### src/rtl/burst_seq_pkg.sv
// Package: shared types and the length-code decoder for the burst sequencer.
// Assumes: bursts are at most 16 words long, so one row is 16 words.
package burst_seq_pkg;

    typedef enum logic [1:0] {
        ST_IDLE  = 2'd0,
        ST_LAT   = 2'd1,
        ST_DATA  = 2'd2,
        ST_STALL = 2'd3
    } seq_state_t;

    typedef struct packed {
        logic       ok;     // code is usable
        logic       cont;   // continuous linear burst
        logic [4:0] words;  // fixed burst length (4, 8 or 16)
    } len_dec_t;

    // Decode the 3-bit length code; reserved codes report ok = 0.
    function automatic len_dec_t decode_len(input logic [2:0] code);
        len_dec_t d;
        d = '{ok: 1'b1, cont: 1'b0, words: 5'd16};
        case (code)
            3'b001:  d.words = 5'd4;
            3'b010:  d.words = 5'd8;
            3'b011:  d.words = 5'd16;
            3'b111:  d.cont  = 1'b1;
            default: d.ok    = 1'b0;
        endcase
        return d;
    endfunction

endpackage

### src/rtl/burst_next_addr.sv
// Module: next-word address generator.
// Does: adds one to the address, either linearly or wrapping inside the
// aligned block of the burst length. Assumes AW >= 5 and words in {4,8,16}.
module burst_next_addr #(
    parameter int AW = 24
) (
    input  logic [AW-1:0] addr_i,
    input  logic          wrap_en_i,
    input  logic [4:0]    words_i,
    output logic [AW-1:0] next_o
);
    logic [3:0] mask;
    logic [3:0] low_inc;

    // Form the wrapped or linear successor of the current address.
    always_comb begin
        mask    = 4'(words_i - 5'd1);
        low_inc = addr_i[3:0] + 4'd1;
        if (wrap_en_i)
            next_o = {addr_i[AW-1:4], (addr_i[3:0] & ~mask) | (low_inc & mask)};
        else
            next_o = addr_i + AW'(1);
    end
endmodule

### src/rtl/burst_stall_calc.sv
// Module: row-crossing stall length calculator.
// Does: turns the start offset in its 4-word group and the latency into the
// number of stall cycles. Assumes a latency of 0 behaves as 1.
module burst_stall_calc #(
    parameter int LW = 4
) (
    input  logic [1:0]    offset_i,
    input  logic [LW-1:0] latency_i,
    output logic [LW-1:0] stall_o
);
    logic [LW-1:0] lat_eff;
    logic [LW:0]   sum;

    // Stall = max(0, Leff + offset - 4) for a non-zero offset, else none.
    always_comb begin
        lat_eff = (latency_i == '0) ? LW'(1) : latency_i;
        sum     = {1'b0, lat_eff} + (LW+1)'(offset_i);
        if (offset_i == 2'd0 || sum <= (LW+1)'(4))
            stall_o = '0;
        else
            stall_o = LW'(sum - (LW+1)'(4));
    end
endmodule

### src/rtl/burst_ctrl.sv
// Module: burst sequencing state machine.
// Does: captures a burst on start, counts the latency, steps addresses,
// ends fixed and continuous bursts, and inserts the single row-crossing stall.
// Assumes: start_i is sampled on every rising edge; all state is rising-edge.
module burst_ctrl
    import burst_seq_pkg::*;
#(
    parameter int AW = 24,
    parameter int LW = 4
) (
    input  logic          clk,
    input  logic          rst_n,
    input  logic          start_i,
    input  logic [AW-1:0] start_addr_i,
    input  logic [2:0]    len_code_i,
    input  logic          linear_i,
    input  logic [LW-1:0] latency_i,
    output logic [AW-1:0] addr_o,
    output logic          valid_o,
    output logic          hold_o
);
    seq_state_t    state;
    logic [AW-1:0] cur_addr;
    logic [AW-1:0] next_addr;
    logic [LW-1:0] lat_cnt;
    logic [LW-1:0] stall_cnt;
    logic [LW-1:0] stall_len_q;
    logic [LW-1:0] stall_len_d;
    logic [4:0]    word_cnt;
    logic [4:0]    words_q;
    logic          cont_q;
    logic          wrap_en_q;
    logic          row_done;
    logic          last_word;
    logic          crossing;
    len_dec_t      dec;

    assign dec = decode_len(len_code_i);

    burst_next_addr #(.AW(AW)) u_next (
        .addr_i    (cur_addr),
        .wrap_en_i (wrap_en_q),
        .words_i   (words_q),
        .next_o    (next_addr)
    );

    burst_stall_calc #(.LW(LW)) u_stall (
        .offset_i  (start_addr_i[1:0]),
        .latency_i (latency_i),
        .stall_o   (stall_len_d)
    );

    // Decide whether the word now shown ends the burst or crosses a row.
    always_comb begin
        last_word = cont_q ? (&cur_addr) : (word_cnt == words_q);
        crossing  = !wrap_en_q && (cur_addr[3:0] == 4'hF) && !row_done
                    && (stall_len_q != '0);
    end

    // Sequencer state, counters and captured configuration.
    always_ff @(posedge clk) begin
        if (!rst_n) begin
            state       <= ST_IDLE;
            cur_addr    <= '0;
            lat_cnt     <= '0;
            stall_cnt   <= '0;
            stall_len_q <= '0;
            word_cnt    <= '0;
            words_q     <= 5'd4;
            cont_q      <= 1'b0;
            wrap_en_q   <= 1'b0;
            row_done    <= 1'b0;
        end else if (start_i) begin
            state       <= dec.ok ? ST_LAT : ST_IDLE;
            cur_addr    <= start_addr_i;
            lat_cnt     <= (latency_i == '0) ? '0 : latency_i - LW'(1);
            stall_len_q <= stall_len_d;
            word_cnt    <= 5'd0;
            words_q     <= dec.words;
            cont_q      <= dec.cont;
            wrap_en_q   <= !linear_i && !dec.cont;
            row_done    <= 1'b0;
        end else begin
            case (state)
                ST_LAT: begin
                    if (lat_cnt == '0) begin
                        state    <= ST_DATA;
                        word_cnt <= 5'd1;
                    end else begin
                        lat_cnt <= lat_cnt - LW'(1);
                    end
                end
                ST_DATA: begin
                    if (last_word) begin
                        state <= ST_IDLE;
                    end else if (crossing) begin
                        state     <= ST_STALL;
                        stall_cnt <= stall_len_q - LW'(1);
                        row_done  <= 1'b1;
                    end else begin
                        cur_addr <= next_addr;
                        if (!cont_q) word_cnt <= word_cnt + 5'd1;
                        if (!wrap_en_q && cur_addr[3:0] == 4'hF) row_done <= 1'b1;
                    end
                end
                ST_STALL: begin
                    if (stall_cnt == '0) begin
                        state    <= ST_DATA;
                        cur_addr <= next_addr;
                        if (!cont_q) word_cnt <= word_cnt + 5'd1;
                    end else begin
                        stall_cnt <= stall_cnt - LW'(1);
                    end
                end
                default: state <= ST_IDLE;
            endcase
        end
    end

    assign addr_o  = cur_addr;
    assign valid_o = (state == ST_DATA);
    assign hold_o  = (state == ST_LAT) || (state == ST_STALL);

    // the cycle after the last latency cycle shows the captured start word.
    a_r2_first_word: assert property (@(posedge clk) disable iff (!rst_n)
        ($past(state) == ST_LAT && $past(lat_cnt) == '0 && !$past(start_i))
        |-> (state == ST_DATA && $stable(cur_addr)));

    // a fixed burst never shows more words than its length.
    a_r3_len_bound: assert property (@(posedge clk) disable iff (!rst_n)
        (state == ST_DATA && !cont_q) |-> (word_cnt != 5'd0 && word_cnt <= words_q));

    // linear bursts step by exactly one between back-to-back words.
    a_r4_linear_step: assert property (@(posedge clk) disable iff (!rst_n)
        (state == ST_DATA && $past(state) == ST_DATA && !$past(start_i) && !wrap_en_q)
        |-> (cur_addr == $past(cur_addr) + AW'(1)));

    // wrapping bursts stay inside their aligned length block.
    a_r5_wrap_in_block: assert property (@(posedge clk) disable iff (!rst_n)
        (state == ST_DATA && $past(state) == ST_DATA && !$past(start_i) && wrap_en_q)
        |-> (cur_addr[AW-1:4] == $past(cur_addr[AW-1:4]) &&
             (((cur_addr[3:0] ^ $past(cur_addr[3:0])) & ~4'(words_q - 5'd1)) == 4'd0)));

    // a continuous burst at the all-ones address does not continue.
    a_r6_cont_end: assert property (@(posedge clk) disable iff (!rst_n)
        (state == ST_DATA && cont_q && (&cur_addr) && !start_i) |=> (state == ST_IDLE));

    // a stall is entered only from the last word of a row in a linear burst.
    a_r7_stall_entry: assert property (@(posedge clk) disable iff (!rst_n)
        (state == ST_STALL && $past(state) == ST_DATA)
        |-> ($past(cur_addr[3:0]) == 4'hF && !wrap_en_q && !$past(row_done)));

    // stall and valid data never coincide.
    a_r7_hold_excl: assert property (@(posedge clk) disable iff (!rst_n)
        !(valid_o && hold_o));
endmodule

### src/rtl/burst_array_stub.sv
// Module: behavioural array stand-in.
// Does: returns the word address, zero-extended, as the read data.
// Assumes DW >= AW.
module burst_array_stub #(
    parameter int AW = 24,
    parameter int DW = 32
) (
    input  logic [AW-1:0] addr_i,
    output logic [DW-1:0] data_o
);
    // Zero-extend the address into the data word.
    assign data_o = DW'(addr_i);
endmodule

### src/rtl/burst_edge_out.sv
// Module: output edge selector.
// Does: passes rising-edge outputs straight through, or presents them on
// the following falling edge through a falling-edge register stage.
// Assumes the select changes only between bursts.
module burst_edge_out #(
    parameter int W = 8
) (
    input  logic         clk,
    input  logic         rst_n,
    input  logic         negedge_sel_i,
    input  logic [W-1:0] d_i,
    output logic [W-1:0] q_o
);
    logic [W-1:0] neg_q;

    // Capture the rising-edge result half a cycle later.
    always_ff @(negedge clk) begin
        if (!rst_n) neg_q <= '0;
        else        neg_q <= d_i;
    end

    assign q_o = negedge_sel_i ? neg_q : d_i;
endmodule

### src/rtl/burst_seq.sv
// Module: burst read address sequencer, top level.
// Does: sequences burst addresses, fetches stub data and presents address,
// data, valid and stall on the selected clock edge.
// Assumes AW >= 5, DW >= AW, LW >= 3.
module burst_seq #(
    parameter int AW = 24,
    parameter int DW = 32,
    parameter int LW = 4
) (
    input  logic          clk,
    input  logic          rst_n,
    input  logic          start_i,
    input  logic [AW-1:0] start_addr_i,
    input  logic [2:0]    len_code_i,
    input  logic          linear_i,
    input  logic          negedge_sel_i,
    input  logic [LW-1:0] latency_i,
    output logic [AW-1:0] addr_o,
    output logic [DW-1:0] data_o,
    output logic          word_valid_o,
    output logic          hold_o
);
    localparam int OW = AW + DW + 2;

    logic [AW-1:0] seq_addr;
    logic [DW-1:0] seq_data;
    logic          seq_valid;
    logic          seq_hold;
    logic [OW-1:0] out_bus;

    burst_ctrl #(.AW(AW), .LW(LW)) u_ctrl (
        .clk          (clk),
        .rst_n        (rst_n),
        .start_i      (start_i),
        .start_addr_i (start_addr_i),
        .len_code_i   (len_code_i),
        .linear_i     (linear_i),
        .latency_i    (latency_i),
        .addr_o       (seq_addr),
        .valid_o      (seq_valid),
        .hold_o       (seq_hold)
    );

    burst_array_stub #(.AW(AW), .DW(DW)) u_stub (
        .addr_i (seq_addr),
        .data_o (seq_data)
    );

    burst_edge_out #(.W(OW)) u_edge (
        .clk           (clk),
        .rst_n         (rst_n),
        .negedge_sel_i (negedge_sel_i),
        .d_i           ({seq_valid, seq_hold, seq_addr, seq_data}),
        .q_o           (out_bus)
    );

    assign {word_valid_o, hold_o, addr_o, data_o} = out_bus;

    // presented data always mirrors the presented address.
    a_r11_data_match: assert property (@(posedge clk) disable iff (!rst_n)
        word_valid_o |-> (data_o == DW'(addr_o)));
endmodule

### config.mk
export PLATFORM = sky130hd
export DESIGN_NAME = burst_seq
export DESIGN_NICKNAME = d
export VERILOG_FILES = /design/src/rtl/burst_seq_pkg.sv /design/src/rtl/burst_next_addr.sv /design/src/rtl/burst_stall_calc.sv /design/src/rtl/burst_ctrl.sv /design/src/rtl/burst_array_stub.sv /design/src/rtl/burst_edge_out.sv /design/src/rtl/burst_seq.sv
export SDC_FILE = /design/constraint.sdc
export NUM_CORES = 1
export LEC_CHECK = 0
export ABC_AREA = 1
export ABC_CLOCK_PERIOD_IN_PS = 2400
export CAP_MARGIN = 10
export CORE_MARGIN = 3
export CORE_UTILIZATION = 47
export DETAILED_ROUTE_END_ITERATION = 10
export GPL_TIMING_DRIVEN = 0
export HOLD_SLACK_MARGIN = 0.15
export PLACE_DENSITY = 0.77
export SYNTH_ARGS = -nofsm -noshare
export SYNTH_HDL_FRONTEND = slang
export SYNTH_SLANG_ARGS = --single-unit
### constraint.sdc
create_clock -name clk -period 2.4 [get_ports clk]
set_input_delay 0.36 -clock clk [delete_from_list [all_inputs] [get_ports clk]]
set_output_delay 0.36 -clock clk [all_outputs]
set_load 0.05 [all_outputs]
## Word level (Yosys, flattened, before mapping)

Cells that the tools add are included.

| storage, ports and cells | value |
|---|---|
| bits in registers | 109 |
| output and inout port bits | 58 |
| word-level logic and storage cells | 116 |

| operators by class | value |
|---|---|
| bitwise gates (word level) | 7 |
| reductions and logical operators | 29 |
| add/sub/neg operators | 10 |
| muxes and demuxes | 36 |
| equal/unequal tests | 21 |
| $lt $le $gt $ge | 1 |

Operator list:

| operator | number |
|---|---|
| $mux 24 | 5 |
| $mux 58 | 1 |
| $pmux 24 s2 | 1 |
| $mux 4 | 9 |
| $mux 5 | 5 |
| $add 24x1->24 const B | 1 |
| $reduce_and 24->1 | 1 |
| $sub 4x1->4 const B | 5 |
| $pmux 5 s3 | 1 |
| $logic_not 4->1 | 3 |
| $mux 2 | 5 |
| $pmux 5 s2 | 1 |
| $reduce_and 5->1 | 2 |
| $and 4x4->4 | 2 |
| $ne 2x2->1 const B | 4 |
| $pmux 4 s2 | 1 |
| $eq 3x2->1 const B | 2 |
| $mux 1 | 6 |
| $ne 2x1->1 const B | 3 |
| $ne 3x2->1 const B | 2 |
| $ne 3x3->1 const B | 2 |
| $pmux 2 s3 | 1 |
| $reduce_and 3->1 | 2 |
| $reduce_bool 2->1 | 3 |
| 25 further kinds | 36 |

## Logic depth before layout (Yosys ltp)

Gate-level depths: netlist of the first run.

| depth | value |
|---|---|
| depth after elaboration | 9 |
| depth in mapped cells | 15 |
| gate-level depth less buffers | 14 |

## By module

Synthesis of the first run repeated with hierarchy kept, for this count alone.

| unflattened totals | value |
|---|---|
| cells, all modules | 1,017 |
| area total of the unflattened synthesis | 6,538.8 µm² |

Modules (own cells, without submodules):

| module | area each (µm²) | instances | sequential area each (µm²) | cells an instance |
|---|---|---|---|---|
| burst_ctrl | 2,881.5 | 1 | 980.9 | 413 |
| burst_edge_out | 2,387.3 | 1 | 1,161.1 | 369 |
| burst_next_addr | 802.0 | 1 | 0.0 | 161 |
| burst_array_stub | 244.0 | 1 | 0.0 | 33 |
| burst_stall_calc | 224.0 | 1 | 0.0 | 41 |

==> results of run 1 <==
timing repair:
action	in CTS	in global routing
gates cloned	0	0
pin swaps	8	8
buffers inserted	6	2
gates resized for setup	401	33
setup endpoints to repair	54	81
worst max path at each step:
| stage | from | endpoint | depth (start not counted) |
|---|---|---|---|
| floorplan | u_edge.neg_q[42] | data_o[10] | 3 |
| global placement | negedge_sel_i | data_o[22] | 6 |
| detailed placement | latency_i[1] | u_ctrl.stall_len_q[2] | 15 |
| CTS | u_edge.neg_q[32] | data_o[0] | 3 |
| global route | u_edge.neg_q[33] | data_o[1] | 3 |
| finish | u_edge.neg_q[32] | data_o[0] | 3 |
kinds of logic after synthesis:
family	share of synthesized area
AO/OA/AOI/OAI	0.1360
XOR/XNOR	0.01664
adder cells (fa/ha/maj)	0.02536
buffers and inverters	0.1640
flip-flops	0.3170
multiplexers	0.009508
other	0.0007916
AND/OR/NAND/NOR	0.3307
metrics by stage:
stage	cells	hold WS, ps	setup WS (ps)	setup TNS, ps
after detailed placement	968	467.3	-966.1	-41650
after global routing	1017	467.1	-396.8	-15910
after global placement	968	448.2	-732.9	-39080
after floorplan	752	436.3	-49.80	-69.43
after CTS	1015	434.4	-369.4	-13650
final	1017	437.7	-369.0	-13410
report_power, final:
part	leakage, nW	switching [mW]	internal [mW]
clock	0.254	0.595	0.633
combinational	2.36	0.719	0.466
sequential	0.620	0.0792	1.33
total	3.23	1.39	2.43
flip-flops by register name, summed over array words and instances (netlist names), named ones only:
register and count:
u_edge.neg_q 26, u_ctrl.addr_o 22, u_ctrl.word_cnt 5, u_ctrl.lat_cnt 4, u_ctrl.stall_cnt 4, u_ctrl.stall_len_q 4
u_ctrl.words_q 3, u_ctrl.state 2, u_ctrl.cont_q 1, u_ctrl.row_done 1, u_ctrl.wrap_en_q 1
placed cells by master (no fill, tap or decap), drive strengths merged, types with 2 or more instances in the layout:
cell	n
a211oi	2
a21oi	41
a22oi	3
a31oi	3
a32o	2
buf	102
clkbuf	32
clkdlybuf4s50	28
conb	8
dfxtp	75
ha	8
inv	132
mux2	4
nand2	203
nand3	46
nand4	11
nor2	87
nor3	9
o21ai	64
o22ai	3
or2	3
xnor2	2
xor2	7
per-layer routing:
metal  routed length (um)  part of all wire  track usage
met1                 6099              0.41       0.3174
met2                 7463              0.50       0.4706
met3                 1071             0.072      0.04918
met4                  314             0.021      0.08603
met5                    0                 0            0
worst reg2reg max path: stages, from the launching register on:
cell	delay (ps)
dfxtp_2	410
ha_2	270
nand2_1	120
nor2_4	160
nand2_4	100
nor2_8	130
nand3_2	100
nand2_2	100
nand2_4	90
nand2_4	100
nand2_4	80
nand2_4	120
buf_6	170
nand2_1	60
nand2_1	70
nor2_2	40
final cells by class:
cell class	count	area, um^2
buffer	59	465.4
clock inverter	29	123.9
clock buffer	13	191.4
sequential	75	1514
timing repair buffer	91	1018
tap	133	166.4
multi-input combinational	512	2696
inverter	105	394.1
fill	854	3204
==> impl_results.md, run 1 <==
- Run status: complete, but fails checks
- Violations in the final reports: setup timing
- RSZ-0062 raised after global routing: true
- Initial cell density of the core: 0.4846
- Floorplan row count: 36
- Mapped Cells: 745
- Final Core Density: 0.6722
- Cell depth of the worst min-delay path: 3
- Ratio of cells with drive above 1 in the final layout: 0.2161
- Area of the mapped netlist: 4737 um^2
- Final setup viols: 50
- Share of synthesized registers carrying an async set or reset: 0
- Count of flip-flops with a built-in enable after synthesis: 0
- Worst clock skew: about 44 ps
- Number of buffers added on ports: 83
- Clk_lat worst skew: between 300 and 400 ps
- Number of max-slew violations in the final report: 0
- Final routed wirelength across all metal layers: between 10000 and 15000 um
- Via/cell ratio: just over 5
- Total power: between 3 and 4 mW
- Top FF cell, synth: dfxtp_1
- Post-detailed-route count of antenna-violating nets: 0
- Antenna diodes: 0
- Top cell type by total area after synthesis: dfxtp_1
- CTS tree: built
- Die area: between 10000 and 15000 um^2
- Cells along the critical path: mux2_4 -> buf_6 -> buf_8
- Y dimension of the die: roughly 110 um
- GRT Residual Overflow: 0
- Worst R2R Path Depth: 15
- Vias: about 5200
- Warnings, synthesis: 0
- Setup CP Type: reg2out
- LEAKAGE: 3.231 nW
- Area of the core: approximately 9800 um^2
- Area delta synth->final: 38.70%
- Routed length per placed instance: roughly 15 um
- Largest stage delay on the critical path: approximately 300 ps
- Placer congestion estimate: 0.9632
- Synthesized area per cell: around 6.4 um^2
- Worst Min Path Start: rst_n
- Crit-path max FO: 2
- Hold-fix buffers, CTS: 0
- Class of the tightest hold or removal check: in2reg
- Launch point of the worst reg-to-reg path: u_ctrl.addr_o[0]
- Relative max-transition margin: 0.2890
- Buffer and inverter count on the worst path: 2
- Final-report hold violation count: 0
- Most used standard cell by instance count after synthesis: nand2_1
- Drt first-iter violations: between 300 and 400
- First-pass GRT wire length: about 24000 um
- Worst voltage drop across the vdd grid: about 0.00038 V
- Aggregate global-route resource usage: 0.2636
- Setup crit end kind: primary output
- Part of the Yosys area used for sequential elements: 0.3170
- Bufs on Longest Clock Path: 2
- Estimated wirelength of the detail-placed design: between 10000 and 15000 um
- Crit start category: register
- Clock edge transition at the registers on the reported setup and hold paths: 90 ps
- Power Dens Cells: between 500 and 600 nW/um^2
- Worst EP required: between 2000 and 2500 ps
- Final routed DRC violation total: 0
- Top-level port count: 94
- Ranking of synthesized cells by area: dfxtp_1 32%, nand2_1 16%, inv_1 8.2%, o21ai_0 6.1%, nor2_1 6.1%
- Register-to-register setup slack: about 170 ps
- Htree depth: 3
- Destination of the worst register-to-register timing path: u_ctrl.addr_o[12]
- Synth Register Bits: 75
- Yosys cell types: slightly above 40
- Critical-path top delay cell: dfxtp_1
- Iteration count of the initial detailed-routing pass: 5
- Final Cell Area: ~6600 um^2
- Number of nets at the end of the flow: roughly 920
- Number of CTS-inserted buffers: 9
- Clock sinks: 75
- Root buf cell: clkbuf_8
- Largest net degree at the start of global routing: 13
- Post-layout worst setup margin: -369.0 ps
- Die Wd: 106.4 um
- Synth cell count leaders: 196 x nand2_1, 104 x inv_1, 77 x nor2_1
- Initial antenna violation count: 0
- Number of global-route vias before repair: about 5000
- Placed Area: slightly below 6000 um^2
- Portion of synthesized cell area occupied by the leading cell type: 0.3170
- Worst EP arrival: about 2400 ps
- Worst Hold Endpoint: u_ctrl.lat_cnt[3]
- Number of maximum-capacitance constraint violations: 0
- CP top delay family: flip-flops
- Pin slew with the least headroom to its limit: approximately 1100 ps
No activity file was read; power rests on OpenSTA's default activity.
==> inputs of run 2 (changes only) <==
--- a/config.mk
+++ b/config.mk
@@ -12,8 +12,8 @@
 export CORE_UTILIZATION = 47
 export DETAILED_ROUTE_END_ITERATION = 10
 export GPL_TIMING_DRIVEN = 0
-export HOLD_SLACK_MARGIN = 0.15
-export PLACE_DENSITY = 0.77
+export HOLD_SLACK_MARGIN = 0.03
+export PLACE_DENSITY_LB_ADDON = 0.12
 export SYNTH_ARGS = -nofsm -noshare
 export SYNTH_HDL_FRONTEND = slang
 export SYNTH_SLANG_ARGS = --single-unit
==> run 2 against run 1 <==
Net effect:
- the flow still finishes with violations (setup timing)
- final cell count up 0.69%
- design area up 1.7%
- core utilization grew 1.1 points
- sequential share of layout area down 0.31 points
- critical path type unchanged
- largest power group unchanged
==> impl_results.md, run 2 (synthesis results as in run 1) <==
- Floorplan row count: 36
- CP top delay family: flip-flops
- Htree depth: 3
- Final routed wirelength across all metal layers: 15140 um
- Number of global-route vias before repair: 4906
- Die Wd: between 100 and 150 um
- GRT Residual Overflow: 0
- Number of maximum-capacitance constraint violations: 0
- Drt first-iter violations: 409
- Post-layout worst setup margin: -383.8 ps
- Final Cell Area: around 6700 um^2
- Number of CTS-inserted buffers: 9
- Clock sinks: between 70 and 80
- Buffer and inverter count on the worst path: 2
- LEAKAGE: about 3.3 nW
- Cells along the critical path: mux2_4 -> buf_6 -> buf_8
- RSZ-0062 raised after global routing: true
- Worst clock skew: around 40 ps
- Top-level port count: 94
- Die area: 11320 um^2
- Launch point of the worst reg-to-reg path: u_ctrl.addr_o[0]
- Number of nets at the end of the flow: 931
- Violations in the final reports: setup timing
- Largest net degree at the start of global routing: 15
- Worst Min Path Start: rst_n
- Final routed DRC violation total: 0
- Area of the core: approximately 9800 um^2
- Clock edge transition at the registers on the reported setup and hold paths: ~90 ps
- Most frequent standard cell in the layout excluding fill and tap cells: nand2_1
- Number of flip-flops under the largest register name: 26
- Clk_lat worst skew: roughly 400 ps
- Antenna diodes: 0
- Run status: complete, but fails checks
- Iteration count of the initial detailed-routing pass: 6
- Crit-path max FO: 2
- Worst voltage drop across the vdd grid: about 0.00037 V
- Sequential cell area: approximately 1500 um^2
- Setup CP Type: reg2out
- Aggregate global-route resource usage: 0.2664
- First-pass GRT wire length: around 24000 um
- Routed length per placed instance: 14.78 um
- Relative max-transition margin: 0.2211
- Register containing the most flip-flops in the final layout: u_edge.neg_q
- Pin slew with the least headroom to its limit: ~1200 ps
- Hold-fix buffers, CTS: 0
- Placer congestion estimate: slightly below 1
- Via/cell ratio: just over 5
- Number of fill cells: around 900
- CTS tree: built
- Vias: 5234
- Initial antenna violation count: 0
- Setup crit end kind: primary output
- Post-detailed-route count of antenna-violating nets: 0
- Estimated wirelength of the detail-placed design: ~11000 um
- Final setup viols: 50
- Y dimension of the die: 106.4 um
- Final-report hold violation count: 0
- Placed Area: approximately 6000 um^2
- Ratio of cells with drive above 1 in the final layout: 0.2334
- Area delta synth->final: 41.05%
- Worst EP arrival: 2420 ps
- Number of max-slew violations in the final report: 0
- Power Dens Cells: 584.8 nW/um^2
- Critical-path top delay cell: dfxtp_1
- Worst EP required: ~2000 ps
- Area of the multi-input gates: around 2700 um^2
- Number of buffers added on ports: 83
- Largest stage delay on the critical path: around 290 ps
- Class of the tightest hold or removal check: in2reg
- Root buf cell: clkbuf_8
- Critical path startpoint: u_edge.neg_q[49]
- Initial cell density of the core: 0.4846
- Crit start category: register
- Bufs on Longest Clock Path: 2
- Commonest cells after routing, fill and taps aside: 184 x nand2_1, 128 x inv_1, 74 x nor2_1, 61 x dfxtp_1, 49 x buf_6
- Post-Route Hold Slack: about 430 ps
[run 2: cell count changes in the layout (fill, tap and decap cells not counted), moves of 2 or more]
| cell | delta |
|---|---|
| nand2_1 | -3 |
| dfxtp_1 | -4 |
| o21ai_4 | +3 |
| o21ai_2 | -3 |
| nand2_2 | +3 |
| buf_4 | +5 |
| buf_6 | +2 |
| ha_2 | +2 |
| clkinvlp_4 | +2 |
| dfxtp_2 | +4 |
| clkbuf_1 | -2 |
[run 2: worst register-to-register path, cell delays in order (launching register included)]
cell     delay [ps]
dfxtp_2         410
ha_2            270
nand3_1         160
nor2_2          180
nand3_1         140
nand2_1          80
o21ai_1         170
nand2_4         150
nand2_4          80
nand2_4         110
buf_6           160
nand2_1          60
nand2_1          70
nor2_2           40
[run 2: metrics by stage]
stage	std cells	setup TNS [ps]	setup slack [ps]	utilization	power, mW
finish	1024	-13790	-383.8	0.6836	3.907
floorplan	752	-69.43	-49.80	-	2.248
global placement	968	-41950	-803.8	0.6066	2.551
global route	1024	-16570	-430.1	0.6836	4.110
detailed placement	968	-43500	-824.9	0.6066	2.576
CTS	1022	-14100	-382.3	0.6703	3.885
[run 2: layer usage]
| layer | wire, um | GRT usage |
|---|---|---|
| met5 | 0 | 0 |
| met4 | 420 | 0.08881 |
| met3 | 1207 | 0.05768 |
| met2 | 7480 | 0.4647 |
| met1 | 6029 | 0.3238 |
[run 2: cell type report]
| cell class | instances | share of cell area |
|---|---|---|
| clock inverter | 30 | 0.02266 |
| clock buffer | 12 | 0.02659 |
| sequential | 75 | 0.2273 |
| multi-input combinational | 512 | 0.4077 |
| inverter | 105 | 0.05899 |
| timing repair buffer | 98 | 0.1610 |
| tap | 133 | 0.02491 |
| buffer | 59 | 0.07079 |
[run 2: final timing paths]
check	to	cells past startpoint	slack (ps)
max	data_o[17]	3	-380
min	u_ctrl.stall_cnt[2]	3	430
max reg2reg	u_ctrl.addr_o[12]	13	190
min reg2reg	u_ctrl.row_done	2	470
[run 2: repair_timing]
action                                  4_1_cts  5_1_grt
setup buffers                                13        2
endpoints found under the setup margin       63       82
gates resized for setup                     401       41
gates cloned                                  0        0
pin swaps                                     8        8
[run 2: report_power, final]
group	switching, mW	internal, mW
sequential	0.0805	1.33
clock	0.628	0.668
combinational	0.723	0.474
total	1.43	2.48
==> inputs of run 3 (changes only) <==
--- a/config.mk
+++ b/config.mk
@@ -11,6 +11,7 @@
 export CORE_MARGIN = 3
 export CORE_UTILIZATION = 47
 export DETAILED_ROUTE_END_ITERATION = 10
+export GPL_ROUTABILITY_DRIVEN = 0
 export GPL_TIMING_DRIVEN = 0
 export HOLD_SLACK_MARGIN = 0.03
 export PLACE_DENSITY_LB_ADDON = 0.12
==> run 3 against run 2 <==
Net effect:
- clock power fell by 7%
- the run still ends with setup timing left
- final cell count fell by 0.98%
- clock-buffer cell count unchanged
- worst hold slack got worse by 38 ps
- register-to-register slack worse by 30 ps
- critical endpoint unchanged
- largest power group unchanged
==> impl_results.md, run 3 (synthesis results as in run 1) <==
- Vias: between 5000 and 6000
- Most frequent standard cell in the layout excluding fill and tap cells: nand2_1
- GRT Residual Overflow: 0
- Bufs on Longest Clock Path: 2
- Number of max-slew violations in the final report: 0
- Floorplan row count: 36
- Worst EP arrival: 2410 ps
- Cell depth of the worst min-delay path: 3
- Relative max-transition margin: 0.3812
- Antenna diodes: 0
- First-pass GRT wire length: approximately 23000 um
- CTS tree: built
- Violations in the final reports: setup timing
- Die Wd: about 110 um
- Post-detailed-route count of antenna-violating nets: 0
- Crit start category: register
- Worst clock skew: ~48 ps
- Top-level port count: 94
- Largest net degree at the start of global routing: 13
- Worst voltage drop across the vdd grid: about 0.0003 V
- Final routed wirelength across all metal layers: approximately 15000 um
- Initial antenna violation count: 0
- LEAKAGE: 3.192 nW
- Final Cell Area: roughly 6500 um^2
- RSZ-0062 raised after global routing: true
- Worst R2R Path Depth: 13
- Aggregate global-route resource usage: 0.2590
- Area delta synth->final: 36.74%
- Commonest cells after routing, fill and taps aside: 191 x nand2_1, 128 x inv_1, 75 x nor2_1, 63 x dfxtp_1, 50 x buf_6
- Root buf cell: clkbuf_8
- Clock sinks: 75
- Register containing the most flip-flops in the final layout: u_edge.neg_q
- Final-layout setup total negative slack: -13380 ps
- Ratio of cells with drive above 1 in the final layout: 0.2100
- Routing usage on met3: 0.03400
- Y dimension of the die: approximately 110 um
- Routed length per placed instance: ~14 um
- Run status: complete, but fails checks
- Estimated wirelength of the detail-placed design: roughly 11000 um
- Power Dens Cells: about 580 nW/um^2
- Die area: around 11000 um^2
- Number of maximum-capacitance constraint violations: 0
- Final cell count without fillers: between 1000 and 1500
- Clk_lat worst skew: 400 ps
- Final-report hold violation count: 0
- Placed Area: a little under 6000 um^2
- Via/cell ratio: around 5
- Area of the core: between 9000 and 10000 um^2
- Most utilized layer in the global route result: met2
- Setup crit end kind: primary output
- Class of the tightest hold or removal check: in2reg
- Area of the multi-input gates: roughly 2600 um^2
- Met1 capacity usage during global routing: 0.3165
- Number of nets at the end of the flow: around 920
- Initial cell density of the core: 0.4846
- Final Core Density: 0.6627
- Crit-path max FO: 2
- Sequential cell area: between 1500 and 2000 um^2
- Post-layout worst setup margin: -366.2 ps
- Number of flip-flops under the largest register name: 26
- Number of CTS-inserted buffers: 9
- Iteration count of the initial detailed-routing pass: 5
- Number of fill cells: about 900
- Drt first-iter violations: ~310
- Fraction of met2 tracks used by global routing: 0.4665
- Number of instances in the placed design: between 900 and 1000
- Final routed DRC violation total: 0
- Worst EP required: approximately 2000 ps
- Clock edge transition at the registers on the reported setup and hold paths: roughly 80 ps
- Number of buffers added on ports: 83
- Pin slew with the least headroom to its limit: 928.2 ps
- Htree depth: 3
- Final setup viols: 50
- Number of global-route vias before repair: 4834
- Worst setup slack after placement: -914.6 ps
- Setup CP Type: reg2out
## run 3: changes by cell type in the layout (fill, tap and decap cells not counted), sizes merged
cell / previous run / this run
clkdlybuf4s15: 2 / 0
inv: 132 / 131
clkinv: 0 / 2
buf: 108 / 99
clkinvlp: 2 / 1
clkbuf: 29 / 31
clkdlybuf4s50: 29 / 28
## run 3: final timing paths
kind,from,end,slack (ps)
max reg2reg,u_ctrl.addr_o[0],u_ctrl.addr_o[19],160
max,u_edge.neg_q[49],data_o[17],-370
min reg2reg,u_ctrl.row_done,u_ctrl.row_done,470
min,latency_i[0],u_ctrl.lat_cnt[0],390
## run 3: through the flow
stage / power, mW / hold slack [ps]
after detailed placement: 2.574 / 465.5
after global placement: 2.549 / 448.9
after floorplan: 2.248 / 436.3
after global routing: 3.966 / 413.5
after CTS: 3.767 / 361.7
final: 3.788 / 394.3
## run 3: metal layers
layer | vias to the layer above | routed length (um)
met2 | 213 | 7277
met1 | 2380 | 6070
met5 | - | 0
met3 | 32 | 932
li1 | 2587 | -
met4 | 0 | 350
## run 3: repair_timing
action / 4_1_cts / 5_1_grt
endpoints found under the hold margin: 0 / 0
setup buffers: 4 / 1
hold buffers: 0 / 0
pin swaps: 8 / 4
setup endpoints to repair: 54 / 82
gates resized for setup: 401 / 25
## run 3: power by group
part	total, mW	switching (mW)	internal (mW)
registers	1.41	0.0790	1.33
logic	1.16	0.708	0.456
clock network	1.21	0.614	0.598
## run 3: layout make-up
cell class / count / share of cell area
tap: 133 / 0.02569
buffer: 59 / 0.07205
timing repair buffer: 88 / 0.1538
clock inverter: 30 / 0.02241
multi-input combinational: 512 / 0.4070
inverter: 105 / 0.06085
sequential: 75 / 0.2341
clock buffer: 12 / 0.02415
## run 3: critical path: stages, from the launching register on
cell	delay, ps
dfxtp_1	290
mux2_4	270
buf_6	120
buf_8	140
